===== src/rtl/bus_hold_ctrl.sv =====
module bus_hold_ctrl #(
  parameter int ST_W = 3
) (
  input  logic            clk,
  input  logic            rst_n,
  input  logic [ST_W-1:0] bus_state,
  input  logic            last_st,
  input  logic            hold_req,
  input  logic            size16_strap,
  output logic            hold_ack,
  output logic            own_bus,
  output logic            oe_ctl,
  output logic            oe_dlo,
  output logic            oe_dhi,
  output logic            mode16
);

  localparam logic [ST_W-1:0] S_TI  = ST_W'(0);
  localparam logic [ST_W-1:0] S_TS  = ST_W'(1);
  localparam logic [ST_W-1:0] S_TB4 = ST_W'(2);
  localparam logic [ST_W-1:0] S_TB8 = ST_W'(3);
  localparam logic [ST_W-1:0] S_TW2 = ST_W'(4);

  logic strap_done;
  logic ack_q, flt_q;
  logic close_pt, sample_pt;

  always_ff @(posedge clk) begin
    if (!rst_n) begin
      strap_done <= 1'b0;
      mode16     <= 1'b0;
    end else if (!strap_done) begin
      strap_done <= 1'b1;
      mode16     <= size16_strap;
    end
  end

  always_comb begin
    close_pt = 1'b0;
    if (last_st) begin
      if (bus_state == S_TS) close_pt = 1'b1;
      else if (mode16)       close_pt = (bus_state == S_TB8) || (bus_state == S_TW2);
      else                   close_pt = (bus_state == S_TB4);
    end
  end

  assign sample_pt = (bus_state == S_TI) || close_pt;

  always_ff @(posedge clk) begin
    if (!rst_n) begin
      ack_q <= 1'b0;
      flt_q <= 1'b0;
    end else if (ack_q && !hold_req) begin
      ack_q <= 1'b0;
      flt_q <= 1'b0;
    end else begin
      if (!ack_q && sample_pt && hold_req) ack_q <= 1'b1;
      flt_q <= ack_q;
    end
  end

  assign hold_ack = ack_q;
  assign own_bus  = ~ack_q;
  assign oe_ctl   = ~flt_q;
  assign oe_dlo   = ~flt_q;
  assign oe_dhi   = ~flt_q & ~mode16;

  a_r6_grant_at_sample: assert property (@(posedge clk) disable iff (!rst_n)
    !hold_ack && hold_req && sample_pt |=> hold_ack);

  a_r4_no_grant_off_point: assert property (@(posedge clk) disable iff (!rst_n)
    !hold_ack && !(hold_req && (bus_state == S_TI ||
      (last_st && (bus_state == S_TS ||
        (mode16 ? (bus_state == S_TB8 || bus_state == S_TW2) : bus_state == S_TB4)))))
    |=> !hold_ack);

  a_r7_float_after_grant: assert property (@(posedge clk) disable iff (!rst_n)
    $rose(hold_ack) && hold_req |=> !oe_ctl && !oe_dlo);

  a_r7_float_only_held: assert property (@(posedge clk) disable iff (!rst_n)
    !oe_ctl |-> hold_ack);

  a_r8_release: assert property (@(posedge clk) disable iff (!rst_n)
    hold_ack && !hold_req |=> !hold_ack && oe_ctl && oe_dlo);

  a_r3_mode_frozen: assert property (@(posedge clk) disable iff (!rst_n)
    strap_done |=> $stable(mode16));

  a_r9_upper_float: assert property (@(posedge clk) disable iff (!rst_n)
    mode16 |-> !oe_dhi);

  a_r10_own_inverse: assert property (@(posedge clk) own_bus != hold_ack);

endmodule


===== config.mk =====
export PLATFORM = sky130hd
export DESIGN_NAME = bus_hold_ctrl
export DESIGN_NICKNAME = d
export VERILOG_FILES = /design/src/rtl/bus_hold_ctrl.sv
export SDC_FILE = /design/constraint.sdc
export NUM_CORES = 1
export LEC_CHECK = 0
export ABC_AREA = 1
export ABC_CLOCK_PERIOD_IN_PS = 1000
export CAP_MARGIN = 20
export CELL_PAD_IN_SITES_DETAIL_PLACEMENT = 0
export CELL_PAD_IN_SITES_GLOBAL_PLACEMENT = 2
export CORE_MARGIN = 4
export CORE_UTILIZATION = 13
export CTS_CLUSTER_DIAMETER = 150
export DETAILED_ROUTE_END_ITERATION = 8
export PLACE_DENSITY_LB_ADDON = 0.25
export REMOVE_ABC_BUFFERS = 1
export SYNTH_ARGS = -nofsm -noshare
export SYNTH_HDL_FRONTEND = slang
export SYNTH_SLANG_ARGS = --single-unit

===== constraint.sdc =====
create_clock -name clk -period 1 [get_ports clk]
set_input_delay 0.1 -clock clk [delete_from_list [all_inputs] [get_ports clk]]
set_output_delay 0.1 -clock clk [all_outputs]
set_load 0.01 [all_outputs]

Word-level counts from Yosys, hierarchy flattened
Cells that the tools add are included.
Widths: inputs -> output; s select.
Cells by class
  equal/unequal tests: 4
  mux-type cells: 4
  bitwise operators: 5
  reduce and logical (&&, ||, !) cells: 9
Operators with widths (number)
  $eq 3x2->1 const B: 2
  $mux 1: 4
  $not 1->1: 4
  $eq 3x1->1 const B: 1
  $eq 3x3->1 const B: 1
  $logic_and 1x1->1: 3
  $logic_not 3->1: 1
  $logic_not 1->1: 2
  $logic_or 1x1->1: 2
  $reduce_or 2->1: 1
  $and 1x1->1: 1
Word-level totals
  bits in registers: 4
  input port bits: 8

Logic depth before layout (Yosys ltp)
  word-level depth: 8
  depth in mapped cells: 6
  gate-level depth less buffers: 6

Worst setup path after synthesis
OpenSTA, ideal clock, no wires.
  path type: reg-to-reg
  from: register mode16
  to: register ack_q (netlist: hold_ack)
  library setup time: 113 ps
  arrival: 713 ps
  required time: 887 ps
  setup slack: 174 ps
  cell stages (with the launch flop): 6
  buffers on the path: 0
  cell sequence: dfxtp_1 -> inv_1 -> o21ai_1 -> nand2_1 -> nand3_1 -> nand2_1
Between the ends
  cells in the longest elaborated chain, start to end: 6
RTL lines
  start, declared: line 15  | output logic mode16
  start signal, assigned: line 34  | mode16 <= size16_strap;
  $mux 1: line 42  | else if (mode16) close_pt = (bus_state == S_TB8) || (bus_state == S_TW2);
  $mux 1: line 41  | if (bus_state == S_TS) close_pt = 1'b1;
  $mux 1: line 40  | if (last_st) begin
  $logic_or 1x1->1: line 47  | assign sample_pt = (bus_state == S_TI) || close_pt;
  $logic_and 1x1->1 (2 in a row): line 57  | if (!ack_q && sample_pt && hold_req) ack_q <= 1'b1;
  end signal, assigned: line 51  | ack_q <= 1'b0;
  end signal, assigned: line 54  | ack_q <= 1'b0;
  end signal, assigned: line 57
  end, declared: line 25  | logic ack_q, flt_q;
Every way passes these cells.
A chain may end at the register's enable or synchronous reset.

Worst setup path in the final report
  from: register flt_q
  to: output port oe_dlo
Between the ends
  cells in the longest elaborated chain, start to end: 1
RTL lines
  start, declared: line 25
  start signal, assigned: line 58  | flt_q <= ack_q;
  $not 1->1: line 65  | assign oe_dlo = ~flt_q;
  end, declared: line 13  | output logic oe_dlo,
Every way passes these cells.

==> impl_results.md <==
- RSZ-0062 raised after global routing: true
- Cts bufs inserted: 3
- Die area: 2080 µm²
- Drt drc: 0
- CTS Root Cell: clkbuf_4
- Post-synth EDFFs: 0
- CTS clock-pin slew for the worst setup and hold paths: 0.04 ns
- Yosys reg bits: 4
- Chip height: 45.6 µm
- Yosys synthesis warning count: 0
- Most frequent cells after synthesis: 8 x inv_1, 8 x nand2_1, 4 x dfxtp_1, 3 x nor2_1, 2 x a21oi_1
- Endpoints failing setup: 0
- CTS H-tree depth: 1
- # IOs: 14
- Final WL: 501 µm
- Combinational power share: 0.167
- FILL cells: 142
- PortBufs: 13
- First-pass GRT wire length: 745 µm
- Status: finished, final reports clean
- Number of global-route vias before repair: 196
- Post-synth top area share: 0.435
- Clk_skew: 0.00436 ns
- Setup_tns: 0 ns
- Cell-internal power: 0.000344 W
- Top post-synthesis cells by area: dfxtp_1 44%, inv_1 16%, nand2_1 16%
- Gate Count Post-Synth: 29
- NumNets Final: 54
- Multi-input combinational cell area: 66.3 µm²
- Final hold viol count: 0
- Core Area: 1320 µm²
- Routability cong.: 0.641
- Synth-to-Final Area Change: 83.7%
- Share of cells above drive strength 1: 0.0909
- Via count: 207
- Largest net degree at the start of global routing: 5
- Crit Path Max Fanout: 2
- Max-Cap Viols: 0
- Ys async rst share: 0
- Leak: 0.164 nW
- Post-CTS Hold Buffers: 0
- Final std cells w/o fill: 59
- Max Freq: 1010 MHz
- Post-synth cell types: 9
- DR iter-0 viols: 2
- Power Density: 1310 nW/µm²
- FF-to-FF setup slack: 0.16 ns
- P_sw: 0.0000988 W
- Clock Path Buffers: 2
- Minimum clock period: 0.986 ns
- Power share of the clock group: 0.446
- Row cnt: 13
- Starting Density: 0.140
- Leading area contributor after synthesis: dfxtp_1
- Ys flop type: dfxtp_1
- Dpl hpwl: 411 µm
- CTS Sinks: 4
- Antenna Cells: 0
- Net Sw Frac: 0.223
- Synthesized cell area: 184 µm²
- Max-slew violations: 0
- Share of the yosys chip area belonging to registers: 0.435
- Placed Cells: 56
- Worst slew margin: 0.914
- Register Area: 80.1 µm²
- Die width: 45.6 µm
- Tightest Pin Transition: 0.128 ns
- DRT Pass-1 Iters: 2
- CTS tree: built
- WHS: 0.382 ns
- Worst Hold Class: input pin to flop
- Mean post-synth cell area: 6.34 µm²
- Setup crit start kind: flop
- Setup crit end kind: output port
- Fin crit share: 0.986
- Drt wl/cell: 8.49 µm
- Flop pwr share: 0.387
- Maximum vdd drop: 463 µV
- Postcts setup bufs: 0
- Via density: 3.51
- Worst Path Arrival: 0.89 ns
- Critical setup path kind: flop to output port
- Clock Latency Late Sink: 0.23 ns
- Total grt overflow: 0
- Critical Path RT: 0.90 ns
- Antenna viol nets, final: 0
- GRT Overall Usage: 0.0531
- Initial antenna violation count: 0
worst max-delay path, cell delays in order, from the launching register on:
cell	delay, ns
dfxtp_1	0.32
inv_1	0.05
dlygate4sd2_1	0.28
layout by cell type (no fill, tap or decap):
cell type / netlist / layout
nor2_1: 3 / 3
clkbuf_4: 0 / 3
a21oi_1: 2 / 2
buf_2: 0 / 1
inv_1: 8 / 8
dlygate4sd2_1: 0 / 4
nand2_1: 8 / 8
clkdlybuf4s50_1: 0 / 7
dfxtp_1: 4 / 4
o21ai_0: 1 / 1
clkdlybuf4s15_1: 0 / 1
nand3_1: 1 / 1
o21ai_1: 1 / 1
worst paths after layout:
| check | start | to | cells after the start |
|---|---|---|---|
| setup / recovery | flt_q | oe_dlo | 2 |
| hold / removal | rst_n | strap_done | 1 |
| setup reg to reg | mode16 | hold_ack | 5 |
| hold reg to reg | strap_done | mode16 | 1 |
area by class of cell:
class                   instances  share of cell area
repair buffers                 13               0.356
flip-flops and latches          4               0.237
multi-input cells              16               0.196
inverters                       8              0.0889
clock buffers                   3              0.0667
well taps                      15              0.0556
cell families (layout without fill, tap and decap cells):
kind of cell | Yosys count | count (layout) | share of synthesized area
buffers and inverters | 9 | 24 | 0.204
and+or+nand+nor | 12 | 12 | 0.252
AOI/OAI and AO/OA | 4 | 4 | 0.109
DFF | 4 | 4 | 0.435
registers in the layout, summed over array words and instances, names as in the netlist:
| name | flops |
|---|---|
| mode16 | 1 |
| hold_ack | 1 |
| strap_done | 1 |
| flt_q | 1 |
metrics by stage:
stage,setup slack [ns],cell area [µm²],total power [W],utilization
5_1_grt,-0.0288,338,0.000464,0.256
4_1_cts,0.00189,343,0.000457,0.260
3_3_place_gp,-0.0765,325,0.000256,0.247
6_report,0.0139,338,0.000443,0.256
2_1_floorplan,0.174,176,0.000201,-
3_5_place_dp,-0.0831,325,0.000256,0.247
repair_timing:
| item | 4_1_cts | 5_1_grt |
|---|---|---|
| resized for setup | 8 | 2 |
| cloned | 0 | 0 |
| setup endpoints to repair | 6 | 4 |
per-layer routing:
layer | GRT usage | wire, µm | vias to the layer above
met5 | 0 | 0 | -
met4 | 0.0702 | 0 | 0
met3 | 0.0119 | 7 | 0
met2 | 0.0724 | 267 | 4
met1 | 0.0590 | 226 | 88
li1 | - | - | 115
power by group through the flow:
stage / combinational [W] / clock, W / sequential [W]
3_3_place_gp: 0.0000821 / 0 / 0.000174
4_1_cts: 0.0000768 / 0.000209 / 0.000172
5_1_grt: 0.0000808 / 0.000211 / 0.000172
2_1_floorplan: 0.0000251 / 0 / 0.000176
3_5_place_dp: 0.0000821 / 0 / 0.000174
6_report: 0.0000738 / 0.000198 / 0.000172
Power figures use the tool's default switching activity.
